### src/rtl/irq_pkg.sv
package irq_pkg;

  // Width of a line number for a given number of lines
  function automatic int id_width(input int n);
    return (n < 2) ? 1 : $clog2(n);
  endfunction

  typedef enum logic {
    CORE_RUN  = 1'b0,
    CORE_HALT = 1'b1
  } halt_state_e;

endpackage

### src/rtl/irq_sync.sv
module irq_sync #(
  parameter int LINES  = 6,
  parameter int STAGES = 2
) (
  input  logic             clk,
  input  logic             rst_n,
  input  logic [LINES-1:0] req_n,
  output logic [LINES-1:0] rise
);

  for (genvar g = 0; g < LINES; g++) begin : g_line
    logic [STAGES-1:0] sh_q;
    logic              last_q;

    always_ff @(posedge clk or negedge rst_n) begin
      if (!rst_n) begin
        sh_q   <= '0;
        last_q <= 1'b0;
      end else begin
        sh_q   <= {sh_q[STAGES-2:0], ~req_n[g]};
        last_q <= sh_q[STAGES-1];
      end
    end

    // one-cycle pulse on the first synchronized cycle of an active request
    assign rise[g] = sh_q[STAGES-1] & ~last_q;
  end

endmodule

### src/rtl/irq_pend_reg.sv
module irq_pend_reg #(
  parameter int LINES = 6,
  parameter int IDW   = 3
) (
  input  logic             clk,
  input  logic             rst_n,
  input  logic [LINES-1:0] set,
  input  logic             clr_en,
  input  logic [IDW-1:0]   clr_id,
  output logic [LINES-1:0] pend
);

  logic [LINES-1:0] clr_mask;

  always_comb begin
    clr_mask = '0;
    if (clr_en) clr_mask = LINES'(1) << clr_id;
  end

  // a fresh edge outranks the clear of the same line
  always_ff @(posedge clk or negedge rst_n) begin
    if (!rst_n) pend <= '0;
    else        pend <= (pend & ~clr_mask) | set;
  end

endmodule

### src/rtl/irq_prio_enc.sv
module irq_prio_enc #(
  parameter int LINES = 6,
  parameter int IDW   = 3
) (
  input  logic [LINES-1:0] pend,
  output logic             any,
  output logic [IDW-1:0]   win
);

  always_comb begin
    any = |pend;
    win = '0;
    // scan downward so the lowest set index is the last written
    for (int k = LINES - 1; k >= 0; k--) begin
      if (pend[k]) win = IDW'(k);
    end
  end

endmodule

### src/rtl/irq_halt_ff.sv
module irq_halt_ff (
  input  logic clk,
  input  logic rst_n,
  input  logic halt_cmd,
  input  logic release_req,
  output logic halted
);

  irq_pkg::halt_state_e st_q;

  always_ff @(posedge clk or negedge rst_n) begin
    if (!rst_n)           st_q <= irq_pkg::CORE_RUN;
    else if (release_req) st_q <= irq_pkg::CORE_RUN;
    else if (halt_cmd)    st_q <= irq_pkg::CORE_HALT;
  end

  assign halted = (st_q == irq_pkg::CORE_HALT);

endmodule

### src/rtl/irq_prio_ctrl.sv
module irq_prio_ctrl #(
  parameter int  LINES  = 6,
  parameter int  STAGES = 2,
  localparam int IDW    = irq_pkg::id_width(LINES)
) (
  input  logic             clk,
  input  logic             rst_n,
  input  logic [LINES-1:0] irq_req_n,
  input  logic             int_en,
  input  logic             irq_ack,
  input  logic             halt_cmd,
  output logic             irq_valid,
  output logic [IDW-1:0]   irq_id,
  output logic             halted,
  output logic             wake
);

  logic [LINES-1:0] rise_w;
  logic [LINES-1:0] pend_q;
  logic             any_w;
  logic [IDW-1:0]   win_w;
  logic             held_q;
  logic [IDW-1:0]   held_id_q;
  logic             take_w;

  irq_sync #(.LINES(LINES), .STAGES(STAGES)) u_sync (
    .clk   (clk),
    .rst_n (rst_n),
    .req_n (irq_req_n),
    .rise  (rise_w)
  );

  irq_pend_reg #(.LINES(LINES), .IDW(IDW)) u_pend (
    .clk    (clk),
    .rst_n  (rst_n),
    .set    (rise_w),
    .clr_en (take_w),
    .clr_id (irq_id),
    .pend   (pend_q)
  );

  irq_prio_enc #(.LINES(LINES), .IDW(IDW)) u_enc (
    .pend (pend_q),
    .any  (any_w),
    .win  (win_w)
  );

  assign irq_valid = int_en & any_w;
  assign irq_id    = held_q ? held_id_q : win_w;
  assign take_w    = irq_valid & irq_ack;

  // freeze the offered number while the core applies back-pressure
  always_ff @(posedge clk or negedge rst_n) begin
    if (!rst_n) begin
      held_q    <= 1'b0;
      held_id_q <= '0;
    end else begin
      held_q    <= irq_valid & ~irq_ack;
      held_id_q <= irq_id;
    end
  end

  irq_halt_ff u_halt (
    .clk         (clk),
    .rst_n       (rst_n),
    .halt_cmd    (halt_cmd),
    .release_req (irq_valid),
    .halted      (halted)
  );

  assign wake = halted & irq_valid;

endmodule

### config.mk
export PLATFORM = sky130hd
export DESIGN_NAME = irq_prio_ctrl
export DESIGN_NICKNAME = d
export VERILOG_FILES = /design/src/rtl/irq_pkg.sv /design/src/rtl/irq_sync.sv /design/src/rtl/irq_pend_reg.sv /design/src/rtl/irq_prio_enc.sv /design/src/rtl/irq_halt_ff.sv /design/src/rtl/irq_prio_ctrl.sv
export SDC_FILE = /design/constraint.sdc
export NUM_CORES = 1
export LEC_CHECK = 0
export ABC_AREA = 0
export BUFFER_PORTS_ARGS = -buffer_cell sky130_fd_sc_hd__buf_2
export CORE_MARGIN = 2
export CORE_UTILIZATION = 28
export CTS_CLUSTER_SIZE = 24
export DETAILED_ROUTE_END_ITERATION = 10
export PLACE_DENSITY_LB_ADDON = 0.12
export REMOVE_ABC_BUFFERS = 1
export SLEW_MARGIN = 20
export SYNTH_ARGS = -nofsm -noshare
export SYNTH_HDL_FRONTEND = slang
export SYNTH_SLANG_ARGS = --single-unit
### constraint.sdc
create_clock -name clk -period 1.7 [get_ports clk]
set_input_delay 0.17 -clock clk [delete_from_list [all_inputs] [get_ports clk]]
set_output_delay 0.17 -clock clk [all_outputs]
set_load 0.01 [all_outputs]
==> impl_metrics.csv <==
group,metric,value,unit
timing,fin_crit_sh,97.1,%
worst_hold_path,hp-class,"input port to flip-flop",
die,die_w,64.8,um
power_and_ir_drop,total_power,1.59,mW
place,dp_worst_setup_slack,0.178,ns
clock_tree,cts_tree,"done",
drt,drc_errors,0,
die,row_count,22,
drt,first_pass_iters,4,
final_layout,n_fill_cell,361,
drt,wl,1690,um
timing,slew_headroom,58.0,%
global_route,gr-total-overflow,0,
drt,wire_per_inst,10.7,um
power_and_ir_drop,vdd_drop_max,0.000424,V
die,start_util,28.7,%
global_route,grt_pass1_wl,2860,um
final_layout,final_cell_mix,"dfrtp_1 (27), inv_1 (15), buf_2 (14)",
power_and_ir_drop,p_leak,0.658,nW
worst_setup_path,start_kind,"flip-flop",
clock_tree,clock-sinks,29,
drt,ant_nets,0,
drt,vias,656,
clock_tree,insertion_delay,0.27,ns
global_route,grt_pass1_vias,602,
worst_setup_path,worstPathArrival,1.48,ns
place,place.gp.congestion,0.735,
timing,final_hold_viol_count,0,
global_route,grt_usage,9.44,%
drt,wl_met2,721,um
timing,slew_violations,0,
clock_tree,cts_max_level,2,
clock_tree,clkTransAtPathRegs,0.06,ns
global_route,grt_max_degree,30,
final_layout,area_growth,30.6,%
timing,fin_ws,0.0497,ns
drt,routedLengthMet1,833,um
die,num_io_pins,17,
timing,rsz0062_at_grt,"true",
drt,wl_met3,119,um
synth,yosysTopAreaCell,"dfrtp_1",
synth,seq_area_frac_synth,70.0,%
timing,fmaxAchievable,606,MHz
die,die_h,64.8,um
final_layout,antenna_cells,0,
timing,worstMarginPinSlew,0.630,ns
worst_setup_path,worstPathRequired,1.53,ns
timing,setup_violations,0,
drt,top_layer_used,"met4",
timing,skew,0.00473,ns
synth,syn_avg_cell_area,12.5,um2
synth,synthDistinctLibCells,20,
worst_setup_path,cp_cell_sequence,"nor4_4 > nand2_2 > and3_4 > buf_6",
final_layout,final_common_cell,"dfrtp_1",
synth,yosys_warnings,0,
clock_tree,numCtsBuffers,5,
run_status,status,"finished clean",
place,dp_hpwl,1130,um
worst_setup_path,crit_path_end_kind,"output pin",
die,die_area,4200,um2
final_layout,finalNetCount,120,
drt,viasPerCell,4.15,
timing,period_needed,1.65,ns
worst_setup_path,cp_slowest_cell,"dfrtp_1",
place,port_buffers,16,
worst_setup_path,criticalPathCategory,"flip-flop to output pin",
synth,ys_seq_elements,29,
synth,synth_top_cell_area_share,70.0,%
clock_tree,clockBufferDepth,2,
synth,syn_inst,83,
synth,yosys-top-cells-area,"dfrtp_1 (70%), inv_1 (6.2%), o21ai_0 (3.4%), o221ai_1 (3.4%), nand2_1 (2.2%)",
clock_tree,cts-root-buf,"clkbuf_8",
power_and_ir_drop,powerDensity,1170,nW/um2
die,core_region_area,3610,um2
worst_setup_path,max_stage_delay,0.43,ns
final_layout,drive_above_1_share,34.5,%
global_route,grt_antenna_before_repair,0,
synth,syn_area,1040,um2
worst_setup_path,path_max_fanout,4,
drt,drt_iter0_drc,26,
run,drv_cap,0,
## cell usage after synthesis
cell and number:
nand2_1 6, nor4_4 1, a21o_1 1, o221ai_1 4, a21oi_1 1, inv_1 17
nor2_1 4, dfrtp_1 29, nor2b_1 2, buf_4 1, o21a_1 2, a221o_2 1
o41a_1 1, nor3_1 1, mux2i_1 1, o21ai_0 7, o31ai_1 1, a22o_1 1
a221o_1 1, and3_1 1
## state kept, by name (all words and copies together) (netlist names)
signal / count
u_sync.g_line.sh_q: 12
u_pend.pend: 6
u_sync.g_line.last_q: 6
held_q: 1
held_id_q: 3
u_halt.halted: 1
## report_power, final
part,internal [mW],switching [mW]
clock,0.476,0.247
combinational,0.0515,0.0590
sequential,0.729,0.0259
## logic make-up (layout without fill, tap and decap cells)
| logic type | Yosys count | after routing | share of synthesized area (%) |
|---|---|---|---|
| buffers and inverters | 18 | 45 | 6.88 |
| DFF | 29 | 29 | 70.0 |
| AOI/OAI and AO/OA | 20 | 20 | 14.1 |
| muxes | 1 | 1 | 0.966 |
| and+or+nand+nor | 15 | 15 | 7.97 |
## worst paths after layout
kind / startpoint / end / slack [ns] / cells after the start
worst max-delay path: u_pend.pend[3] / wake / 0.05 / 4
worst min-delay path: irq_req_n[4] / u_sync.g_line[4].sh_q[0] / 0.03 / 2
worst max register to register: u_pend.pend[3] / u_pend.pend[4] / 0.15 / 4
worst min register to register: u_sync.g_line[5].sh_q[0] / u_sync.g_line[5].sh_q[1] / 0.35 / 0
max in group asynchronous: rst_n / held_q / 0.80 / 2
min in group asynchronous: rst_n / u_sync.g_line[1].last_q / 0.45 / 2
## per-layer routing
metal	global-route usage (%)	vias up
met4	5.59	0
met1	12.5	313
met3	5.38	2
met2	11.6	18
li1	-	323
met5	0	-
## worst max-delay path, delay by kind of cell (launching register included)
family / cells / cell delay (ns)
buf+inv: 1 / 0.11
simple gates: 3 / 0.67
flops: 1 / 0.43
## timing repair
item                                    in CTS  in global routing
hold endpoints to repair                    29                  0
pin swaps                                    3                  3
buffers inserted                             0                  3
endpoints found under the setup margin       3                  4
hold buffers                                 1                  0
gates resized for setup                      3                  8
cloned                                       0                  0
## area by class of cell
class | count | area [um2] | area share, %
Timing Repair Buffer | 20 | 125 | 9.25
Clock inverter | 2 | 37.5 | 2.78
Multi-Input combinational cell | 36 | 255 | 18.9
Sequential cell | 29 | 728 | 53.8
Inverter | 17 | 63.8 | 4.72
Clock buffer | 6 | 82.6 | 6.11
Tap cell | 48 | 60.1 | 4.44
## per-stage QoR
step	hold WS [ns]	cells	setup TNS [ns]	instance area [um2]	utilization, %
floorplan	-0.126	82	0	1030	-
global placement	0.234	146	0	1170	32.4
detailed placement	0.234	146	0	1170	32.4
CTS	0.0106	155	-0.0189	1310	36.2
global route	0.00858	158	-0.0744	1350	37.5
finish	0.0268	158	0	1350	37.5
No activity file was read; power rests on OpenSTA's default activity.
